### src/rtl/serial_rx_pkg.sv
package serial_rx_pkg;

  typedef enum logic [2:0] {
    RX_IDLE,
    RX_START,
    RX_DATA,
    RX_PARITY,
    RX_STOP,
    RX_HOLD
  } rxState_t;

  typedef struct packed {
    logic shiftEn;
    logic parityCap;
    logic finish;
  } rxStrobe_t;

endpackage

### src/rtl/serial_rx_ctrl.sv
module serial_rx_ctrl
  import serial_rx_pkg::*;
#(
  parameter int DATA_BITS  = 8,
  parameter int OVERSAMPLE = 16
) (
  input  logic      clk,
  input  logic      rstN,
  input  logic      sampleTick,
  input  logic      lineSync,
  input  logic      parityOn,
  output rxStrobe_t strobe
);

  localparam int CNT_W = $clog2(OVERSAMPLE);
  localparam int HALF  = OVERSAMPLE / 2;
  localparam int IDX_W = $clog2(DATA_BITS);

  rxState_t          state;
  logic [CNT_W-1:0]  tickCnt;
  logic [IDX_W-1:0]  bitIdx;
  logic              atCentre;
  logic              atHalf;

  assign atCentre = (tickCnt == CNT_W'(OVERSAMPLE - 1));
  assign atHalf   = (tickCnt == CNT_W'(HALF - 1));

  always_comb begin
    strobe.shiftEn   = sampleTick && (state == RX_DATA)   && atCentre;
    strobe.parityCap = sampleTick && (state == RX_PARITY) && atCentre;
    strobe.finish    = sampleTick && (state == RX_STOP)   && atCentre;
  end

  always_ff @(posedge clk or negedge rstN) begin
    if (!rstN) begin
      state   <= RX_IDLE;
      tickCnt <= '0;
      bitIdx  <= '0;
    end else if (sampleTick) begin
      case (state)
        RX_IDLE: begin
          tickCnt <= '0;
          if (!lineSync) state <= RX_START;
        end
        RX_START: begin
          if (atHalf) begin
            tickCnt <= '0;
            bitIdx  <= '0;
            state   <= lineSync ? RX_IDLE : RX_DATA;
          end else begin
            tickCnt <= tickCnt + 1'b1;
          end
        end
        RX_DATA: begin
          if (atCentre) begin
            tickCnt <= '0;
            if (bitIdx == IDX_W'(DATA_BITS - 1)) begin
              state <= parityOn ? RX_PARITY : RX_STOP;
            end else begin
              bitIdx <= bitIdx + 1'b1;
            end
          end else begin
            tickCnt <= tickCnt + 1'b1;
          end
        end
        RX_PARITY: begin
          if (atCentre) begin
            tickCnt <= '0;
            state   <= RX_STOP;
          end else begin
            tickCnt <= tickCnt + 1'b1;
          end
        end
        RX_STOP: begin
          if (atCentre) begin
            tickCnt <= '0;
            state   <= lineSync ? RX_IDLE : RX_HOLD;
          end else begin
            tickCnt <= tickCnt + 1'b1;
          end
        end
        RX_HOLD: begin
          if (lineSync) state <= RX_IDLE;
        end
        default: state <= RX_IDLE;
      endcase
    end
  end

endmodule

### src/rtl/serial_rx_dpath.sv
module serial_rx_dpath
  import serial_rx_pkg::*;
#(
  parameter int DATA_BITS   = 8,
  parameter int SYNC_STAGES = 2
) (
  input  logic                 clk,
  input  logic                 rstN,
  input  logic                 rxLine,
  input  rxStrobe_t            strobe,
  input  logic                 parityOn,
  input  logic                 parityOdd,
  input  logic                 irqEnable,
  input  logic                 dataRead,
  input  logic                 errClear,
  output logic                 lineSync,
  output logic [DATA_BITS-1:0] rxData,
  output logic                 rxFull,
  output logic                 overrunErr,
  output logic                 parityErr,
  output logic                 frameErr,
  output logic                 irqRxDone,
  output logic                 irqRxErr
);

  logic [SYNC_STAGES-1:0] syncChain;
  logic [DATA_BITS-1:0]   shiftReg;
  logic                   parityBit;
  logic                   parityBad;
  logic                   stopBad;
  logic                   fullHeld;
  logic                   deliver;

  // Metastability guard on the asynchronous line; idle level is high.
  always_ff @(posedge clk or negedge rstN) begin
    if (!rstN) syncChain <= '1;
    else       syncChain <= {syncChain[SYNC_STAGES-2:0], rxLine};
  end
  assign lineSync = syncChain[SYNC_STAGES-1];

  // Bits arrive least significant first, so shift in from the top.
  always_ff @(posedge clk or negedge rstN) begin
    if (!rstN) begin
      shiftReg  <= '0;
      parityBit <= 1'b0;
    end else begin
      if (strobe.shiftEn)   shiftReg  <= {lineSync, shiftReg[DATA_BITS-1:1]};
      if (strobe.parityCap) parityBit <= lineSync;
    end
  end

  assign parityBad = parityOn && (parityBit != ((^shiftReg) ^ parityOdd));
  assign stopBad   = !lineSync;
  assign fullHeld  = rxFull && !dataRead;
  assign deliver   = strobe.finish && !fullHeld;

  always_ff @(posedge clk or negedge rstN) begin
    if (!rstN) begin
      rxData     <= '0;
      rxFull     <= 1'b0;
      overrunErr <= 1'b0;
      parityErr  <= 1'b0;
      frameErr   <= 1'b0;
    end else begin
      if (deliver) rxData <= shiftReg;

      if (deliver && !parityBad && !stopBad) rxFull <= 1'b1;
      else if (dataRead)                     rxFull <= 1'b0;

      if (strobe.finish && fullHeld) overrunErr <= 1'b1;
      else if (errClear)             overrunErr <= 1'b0;

      if (deliver && parityBad) parityErr <= 1'b1;
      else if (errClear)        parityErr <= 1'b0;

      if (deliver && stopBad) frameErr <= 1'b1;
      else if (errClear)      frameErr <= 1'b0;
    end
  end

  assign irqRxDone = irqEnable && rxFull;
  assign irqRxErr  = irqEnable && (overrunErr || parityErr || frameErr);

endmodule

### src/rtl/serial_rx_status.sv
module serial_rx_status
  import serial_rx_pkg::*;
#(
  parameter int DATA_BITS   = 8,
  parameter int OVERSAMPLE  = 16,
  parameter int SYNC_STAGES = 2
) (
  input  logic                 clk,
  input  logic                 rstN,
  input  logic                 sampleTick,
  input  logic                 rxLine,
  input  logic                 parityOn,
  input  logic                 parityOdd,
  input  logic                 irqEnable,
  input  logic                 dataRead,
  input  logic                 errClear,
  output logic [DATA_BITS-1:0] rxData,
  output logic                 rxFull,
  output logic                 overrunErr,
  output logic                 parityErr,
  output logic                 frameErr,
  output logic                 irqRxDone,
  output logic                 irqRxErr
);

  rxStrobe_t strobe;
  logic      lineSync;

  serial_rx_ctrl #(
    .DATA_BITS (DATA_BITS),
    .OVERSAMPLE(OVERSAMPLE)
  ) ctrl_i (
    .clk       (clk),
    .rstN      (rstN),
    .sampleTick(sampleTick),
    .lineSync  (lineSync),
    .parityOn  (parityOn),
    .strobe    (strobe)
  );

  serial_rx_dpath #(
    .DATA_BITS  (DATA_BITS),
    .SYNC_STAGES(SYNC_STAGES)
  ) dpath_i (
    .clk       (clk),
    .rstN      (rstN),
    .rxLine    (rxLine),
    .strobe    (strobe),
    .parityOn  (parityOn),
    .parityOdd (parityOdd),
    .irqEnable (irqEnable),
    .dataRead  (dataRead),
    .errClear  (errClear),
    .lineSync  (lineSync),
    .rxData    (rxData),
    .rxFull    (rxFull),
    .overrunErr(overrunErr),
    .parityErr (parityErr),
    .frameErr  (frameErr),
    .irqRxDone (irqRxDone),
    .irqRxErr  (irqRxErr)
  );

endmodule

### config.mk
export PLATFORM = sky130hd
export DESIGN_NAME = serial_rx_status
export DESIGN_NICKNAME = d
export VERILOG_FILES = /design/src/rtl/serial_rx_pkg.sv /design/src/rtl/serial_rx_ctrl.sv /design/src/rtl/serial_rx_dpath.sv /design/src/rtl/serial_rx_status.sv
export SDC_FILE = /design/constraint.sdc
export NUM_CORES = 1
export LEC_CHECK = 0
export BUFFER_PORTS_ARGS = -buffer_cell sky130_fd_sc_hd__buf_2
export CAP_MARGIN = 20
export CORE_ASPECT_RATIO = 1.4
export CORE_UTILIZATION = 56
export DETAILED_ROUTE_END_ITERATION = 16
export GPL_TIMING_DRIVEN = 0
export PLACE_DENSITY = 0.76
export SYNTH_ARGS = -nofsm -noshare
export SYNTH_HDL_FRONTEND = slang
export SYNTH_SLANG_ARGS = --single-unit
### constraint.sdc
create_clock -name clk -period 2.45 [get_ports clk]
set_input_delay 0.245 -clock clk [delete_from_list [all_inputs] [get_ports clk]]
set_output_delay 0.245 -clock clk [all_outputs]
set_load 0.02 [all_outputs]
==> results.py, run 1 <==
metrics = {
    "status": {
        "status": "completed",
    },
    "timing": {
        "max_clock_freq_ghz": 0.490,
        "setup_viol": 0,
        "post-route-period-util": 0.833,
        "worst_pin_slew_ns": 0.719,
        "period_minus_slack_ns": 2.04,
        "relSlewSlack": 0.521,
        "finalHoldViolations": 0,
        "finalWorstSetupSlack_ns": 0.409,
        "slew_viol_final": 0,
        "grt_setup_unrepaired": "no",
        "final.setup.tns_ns": 0,
        "fin_skew_ns": 0.00599,
    },
    "clocking": {
        "numCtsBuffers": 5,
        "cts-root-buf": "clkbuf_8",
        "path_clk_slew_ns": 0.07,
        "post_cts_resized": 0,
        "holdBufCountCts": 0,
        "clock_latency_ns": 0.29,
        "clockBufferDepth": 2,
        "cts.sinks": 33,
        "cts_tree": "done",
        "post_cts_buffers": 0,
        "htreeDepth": 2,
    },
    "setup_path": {
        "rr_startpoint": "ctrl_i.tickCnt[0]",
        "worst_setup_path_end_kind": "flop",
        "path_class": "flop to flop",
        "r2r_cells": 5,
        "start_kind": "flop",
        "r2r-end": "ctrl_i.state[0]",
        "cp_max_fo": 6,
        "crit_arrival_ns": 2.21,
        "required_ns": 2.62,
        "r2r_slack_ns": 0.41,
    },
    "cells_and_area": {
        "diodes": 0,
        "layout_common_cells": "dfrtp_1 (31), buf_2 (21), nand2_1 (12)",
        "area_delta_synth_final_pct": 14.1,
        "nNetsFinal": 183,
        "layout_commonest_cell": "dfrtp_1",
        "layout-drive-gt1-share": 0.314,
    },
    "route": {
        "drt_iter0_markers": 44,
        "drt-total-wl_mm": 3.45,
        "drt-pass1-iter-count": 4,
        "drc": 0,
        "ant_nets": 0,
        "wire_per_inst_um": 16.5,
        "via_per_inst": 5.89,
        "vias": 1231,
    },
    "logic_synthesis": {
        "synth_seq_cells": 33,
        "synth_edf_count": 0,
        "yosys_warnings": 0,
        "synth_compound_area_frac": 0.115,
        "synthCells": 143,
        "yosysSeqAreaShare": 0.492,
        "synth_mux_area_frac": 0.138,
        "syn_area_sq_um": 1680,
        "synthDistinctLibCells": 46,
        "synth_fa_ha_area_frac": 0.0223,
        "ys.flop_type": "dfrtp_1",
        "syn-mean-instance-area_sq_um": 11.8,
        "yosys.area_share.simple": 0.162,
        "synth_top_family_by_area": "simple AND/OR/NAND/NOR gates",
        "async_flop_share": 1.00,
        "synth_nets": 155,
        "synth_xor_area_frac": 0.0498,
    },
    "floorplan": {
        "dieArea_sq_um": 3230,
        "die_w_um": 48.3,
        "die_h_um": 66.9,
        "top_level_ports": 23,
        "rows": 23,
        "core_sq_um": 2850,
        "start_util": 0.591,
    },
    "power_and_ir_drop": {
        "clockPowerShare": 0.283,
        "p_sw_w": 0.000481,
        "p_seq_frac": 0.461,
        "internal_power_w": 0.000941,
        "pwr_density_cell_nw_per_um2": 740,
        "ir_worst_vdd_mv": 0.683,
        "switching_share": 0.339,
        "p_leak_nw": 0.934,
        "p_comb_frac": 0.256,
    },
    "placed_design": {
        "io_buffer_count": 21,
        "pre_cts_slack_ns": 0.444,
        "hpwlAfterDp_mm": 2.56,
        "gp_congestion": 0.922,
    },
    "global_routing": {
        "grt_pass1_wl_mm": 5.64,
        "grt_pass1_vias": 1243,
        "grt_max_degree": 34,
        "grt_usage": 0.239,
        "grt_remaining_overflow": 0,
        "antenna_found_initial": 0,
    },
    "worst_hold_path": {
        "hold_path_class": "input pin to asynchronous set/reset pin",
    },
    "run": {
        "max_cap_viol_count": 0,
    },
}
-- synth_stat cells, types with 2 or more instances --
master / count / area share
inv_1: 5 / 0.011
nor2_1: 4 / 0.0089
nor3b_1: 4 / 0.018
nor3_1: 3 / 0.0089
dfstp_2: 2 / 0.031
nor2b_1: 2 / 0.0074
xnor2_1: 5 / 0.026
o32ai_1: 2 / 0.010
a21oi_1: 2 / 0.0059
xor2_1: 2 / 0.010
a32o_1: 2 / 0.012
nand4_1: 2 / 0.0074
a22o_1: 2 / 0.010
clkbuf_1: 4 / 0.0089
or3b_1: 2 / 0.010
nand2_1: 12 / 0.027
ha_1: 3 / 0.022
or2_2: 2 / 0.0074
o21ai_0: 11 / 0.033
mux2_4: 8 / 0.071
dfrtp_1: 31 / 0.46
mux2_2: 9 / 0.060
-- kinds of logic (layout without fill, tap and decap cells) --
kind of cell	count (synthesis)	after routing
compound gates	28	28
xor+xnor	8	8
fa+ha+maj	3	3
buf+inv	9	38
flops	33	33
mux	18	18
simple gates	44	44
-- power groups by stage --
stage,Sequential [W],Clock (W),Combinational (W)
2_1_floorplan,0.000645,0,0.000274
3_3_place_gp,0.000658,0,0.000338
3_5_place_dp,0.000665,0,0.000357
4_1_cts,0.000655,0.000414,0.000358
5_1_grt,0.000665,0.000436,0.000400
6_report,0.000655,0.000403,0.000364
-- sequential cells by signal (all words and copies together), names as in the netlist --
name and cells:
ctrl_i.tickCnt 4, dpath_i.rxFull 1, dpath_i.parityErr 1, dpath_i.shiftReg 8
ctrl_i.state 3, dpath_i.parityBit 1, dpath_i.rxData 8, dpath_i.overrunErr 1
dpath_i.frameErr 1, ctrl_i.bitIdx 3, dpath_i.syncChain 2
-- critical path, stage by stage, from the launching register on --
cell and delay, ns:
dfrtp_1 0.41, ha_1 0.27, and3_1 0.24, o32ai_1 0.50, nor3_1 0.16, mux2_1 0.35
-- area by class of cell --
class,count,area (sq um)
Fill cell,233,928
Clock buffer,5,68.8
Tap cell,37,46.3
Multi-Input combinational cell,101,821
Clock inverter,3,17.5
Timing Repair Buffer,21,105
Sequential cell,33,828
Inverter,5,18.8
Buffer,4,15.0
-- worst max path at each step --
stage / start / endpoint / slack [ns] / cells past startpoint
floorplan: ctrl_i.tickCnt[0] / ctrl_i.state[0] / 0.65 / 5
global placement: ctrl_i.tickCnt[0] / ctrl_i.state[0] / 0.44 / 5
detailed placement: ctrl_i.tickCnt[0] / ctrl_i.state[0] / 0.44 / 5
CTS: ctrl_i.tickCnt[0] / ctrl_i.state[0] / 0.43 / 5
global route: ctrl_i.tickCnt[0] / ctrl_i.state[0] / 0.33 / 5
finish: ctrl_i.tickCnt[0] / ctrl_i.state[0] / 0.41 / 5
-- per-stage QoR --
stage,std cells,instance area [sq um],utilization,power (W),hold slack (ns)
2_1_floorplan,143,1680,-,0.000919,-0.0506
3_3_place_gp,201,1830,0.644,0.000995,0.335
3_5_place_dp,201,1830,0.644,0.00102,0.342
4_1_cts,209,1920,0.674,0.00143,0.0274
5_1_grt,209,1920,0.674,0.00150,0.0433
6_report,209,1920,0.674,0.00142,0.00282
-- metal layers --
| layer | global-route usage | routed length [um] | up-vias | share of wire |
|---|---|---|---|---|
| met3 | 0.0594 | 103 | 8 | 0.030 |
| met4 | 0.121 | 71 | 0 | 0.021 |
| met1 | 0.256 | 1350 | 621 | 0.39 |
| li1 | - | - | 579 | - |
| met2 | 0.437 | 1930 | 23 | 0.56 |
| met5 | 0 | 0 | - | 0 |
No activity file was read; power rests on OpenSTA's default activity.
==> run 2: changes to the inputs <==
Settings changed: ABC_AREA from default to 1, CORE_UTILIZATION 56 to 51, PLACE_DENSITY 0.76 to 0.73.
Clock period 2.45 ns to 1.75 ns, I/O delays scaled along.
==> results.py, run 2 <==
metrics = {
    "status": {
        "status": "completed",
    },
    "clocking": {
        "clock_latency_ns": 0.29,
        "path_clk_slew_ns": 0.07,
        "cts.sinks": 33,
        "clockBufferDepth": 2,
        "htreeDepth": 2,
        "cts_tree": "done",
        "numCtsBuffers": 5,
        "cts-root-buf": "clkbuf_8",
    },
    "setup_path": {
        "path_class": "flop to flop",
        "cp_max_fo": 10,
        "crit_arrival_ns": 1.85,
        "required_ns": 1.94,
        "start_kind": "flop",
        "worst_setup_path_end_kind": "flop",
    },
    "cells_and_area": {
        "area_delta_synth_final_pct": 16.0,
        "diodes": 0,
        "utilization": 0.634,
        "nNetsFinal": 254,
        "multi_input_area_sq_um": 774,
        "design_area_sq_um": 2040,
        "layout-drive-gt1-share": 0.284,
        "layout_common_cells": "nand2_1 (61), inv_1 (31), dfrtp_1 (31)",
        "largestRegisters": "dpath_i.rxData x8, dpath_i.shiftReg x8, ctrl_i.tickCnt x4",
        "fillers": 309,
        "ff_latch_area_sq_um": 828,
        "layout_commonest_cell": "nand2_1",
    },
    "logic_synthesis": {
        "synth_seq_cells": 33,
        "yosys_warnings": 0,
        "syn-mean-instance-area_sq_um": 8.37,
        "yosysSeqAreaShare": 0.472,
        "synth_nets": 222,
        "synthDistinctLibCells": 30,
        "synthCells": 210,
        "synth_area_leaders": "dfrtp_1 (44%), nand2_1 (13%), inv_1 (6.6%)",
        "yosysTopAreaCell": "dfrtp_1",
        "ys.flop_type": "dfrtp_1",
        "syn_area_sq_um": 1760,
        "synth_edf_count": 0,
        "post-synth-top-count-cell": "nand2_1",
        "async_flop_share": 1.00,
        "yosysTopAreaCellShare": 0.442,
        "synth.top_cells.by_count": "nand2_1 (62), dfrtp_1 (31), inv_1 (31)",
    },
    "floorplan": {
        "die_w_um": 51.6,
        "die_h_um": 71.4,
        "dieArea_sq_um": 3690,
        "rows": 24,
        "start_util": 0.547,
        "top_level_ports": 23,
        "core_sq_um": 3210,
    },
    "global_routing": {
        "grt_pass1_wl_mm": 5.83,
        "grt_remaining_overflow": 0,
        "grt_max_degree": 34,
        "antenna_found_initial": 0,
        "grt_usage": 0.214,
        "grt_pass1_vias": 1405,
    },
    "power_and_ir_drop": {
        "ir_worst_vdd_mv": 0.753,
        "p_seq_frac": 0.429,
        "p_sw_w": 0.000823,
        "clockPowerShare": 0.254,
        "p_comb_frac": 0.317,
        "switching_share": 0.375,
        "internal_power_w": 0.00137,
        "pwr_density_cell_nw_per_um2": 1080,
        "p_leak_nw": 1.02,
    },
    "timing": {
        "slew_viol_final": 0,
        "period_minus_slack_ns": 1.66,
        "post-route-period-util": 0.950,
        "max_clock_freq_ghz": 0.602,
        "finalHoldViolations": 0,
        "setup_viol": 0,
        "fin_skew_ns": 0.00794,
        "worst_pin_slew_ns": 0.716,
        "relSlewSlack": 0.523,
    },
    "placed_design": {
        "io_buffer_count": 22,
        "gp_congestion": 0.783,
        "hpwlAfterDp_mm": 2.40,
        "dpl-instance-area_sq_um": 1920,
    },
    "route": {
        "drt-total-wl_mm": 3.21,
        "vias": 1396,
        "via_per_inst": 4.95,
        "drt-pass1-iter-count": 4,
        "drt_iter0_markers": 21,
        "wire_per_inst_um": 11.4,
        "ant_nets": 0,
        "drc": 0,
    },
    "worst_hold_path": {
        "hold_path_class": "input pin to flop",
    },
    "run": {
        "max_cap_viol_count": 0,
    },
}
-- run 2: cell families (layout without fill, tap and decap cells) --
group           after synthesis  in the layout  synth area share
fa+ha+maj                     3              3            0.0214
buf+inv                      40             73            0.0919
simple gates                 97             97             0.271
compound gates               35             35             0.134
xor+xnor                      2              2           0.00997
flops                        33             33             0.472
-- run 2: final cells by class --
cell class                 count  area share
buffer                         2     0.00921
sequential                    33       0.407
timing repair buffer          25      0.0676
tap                           39      0.0240
clock inverter                 3     0.00860
inverter                      38      0.0700
clock buffer                   5      0.0338
multi-input combinational    137       0.380
-- run 2: power groups by stage --
stage               Clock [W]  Combinational, W  Sequential, W
floorplan                   0          0.000573       0.000930
global route         0.000605          0.000793       0.000952
detailed placement          0          0.000695       0.000952
global placement            0          0.000676       0.000950
finish               0.000557          0.000694       0.000940
CTS                  0.000577          0.000700       0.000939
-- run 2: repair_timing --
item	4_1_cts	5_1_grt
hold buffers	2	0
gates resized for setup	0	3
endpoints found under the hold margin	32	0
endpoints found under the setup margin	0	6
buffers inserted	0	1
-- run 2: worst max-delay path: stages (launching register included) --
cell and delay [ns]:
dfrtp_1 0.36, ha_2 0.19, nand2_2 0.11, nor3_4 0.28
nand2_2 0.11, nor2_4 0.10, inv_2 0.10, buf_6 0.17
nand2_1 0.07, o21ai_2 0.05
-- run 2: worst paths after layout --
path                                         to  slack (ns)                  from  cells past startpoint
setup / recovery              dpath_i.rxData[7]        0.09     ctrl_i.tickCnt[0]                      9
hold / removal                dpath_i.parityErr        0.16              errClear                      4
setup reg to reg              dpath_i.rxData[7]        0.09     ctrl_i.tickCnt[0]                      9
hold reg to reg            dpath_i.syncChain[1]        0.36  dpath_i.syncChain[0]                      0
max in group asynchronous        dpath_i.rxFull        0.82                  rstN                      2
min in group asynchronous     dpath_i.rxData[1]        0.47                  rstN                      2
-- run 2: per-stage QoR --
step                setup slack [ns]  TNS [ns]  total power [W]  instances  hold slack (ns)
floorplan                      0.337         0          0.00150        210           -0.121
global placement               0.153         0          0.00163        271            0.279
detailed placement             0.101         0          0.00165        271            0.278
CTS                           0.0834         0          0.00222        281            0.153
global route                -0.00297  -0.00297          0.00235        282            0.169
finish                        0.0881         0          0.00219        282            0.155
-- run 2: metal layers --
metal,up-vias,track usage,wire length [um]
met3,6,0.0637,118
li1,727,-,-
met5,-,0,0
met4,0,0.0901,64
met2,26,0.382,1670
met1,637,0.228,1350
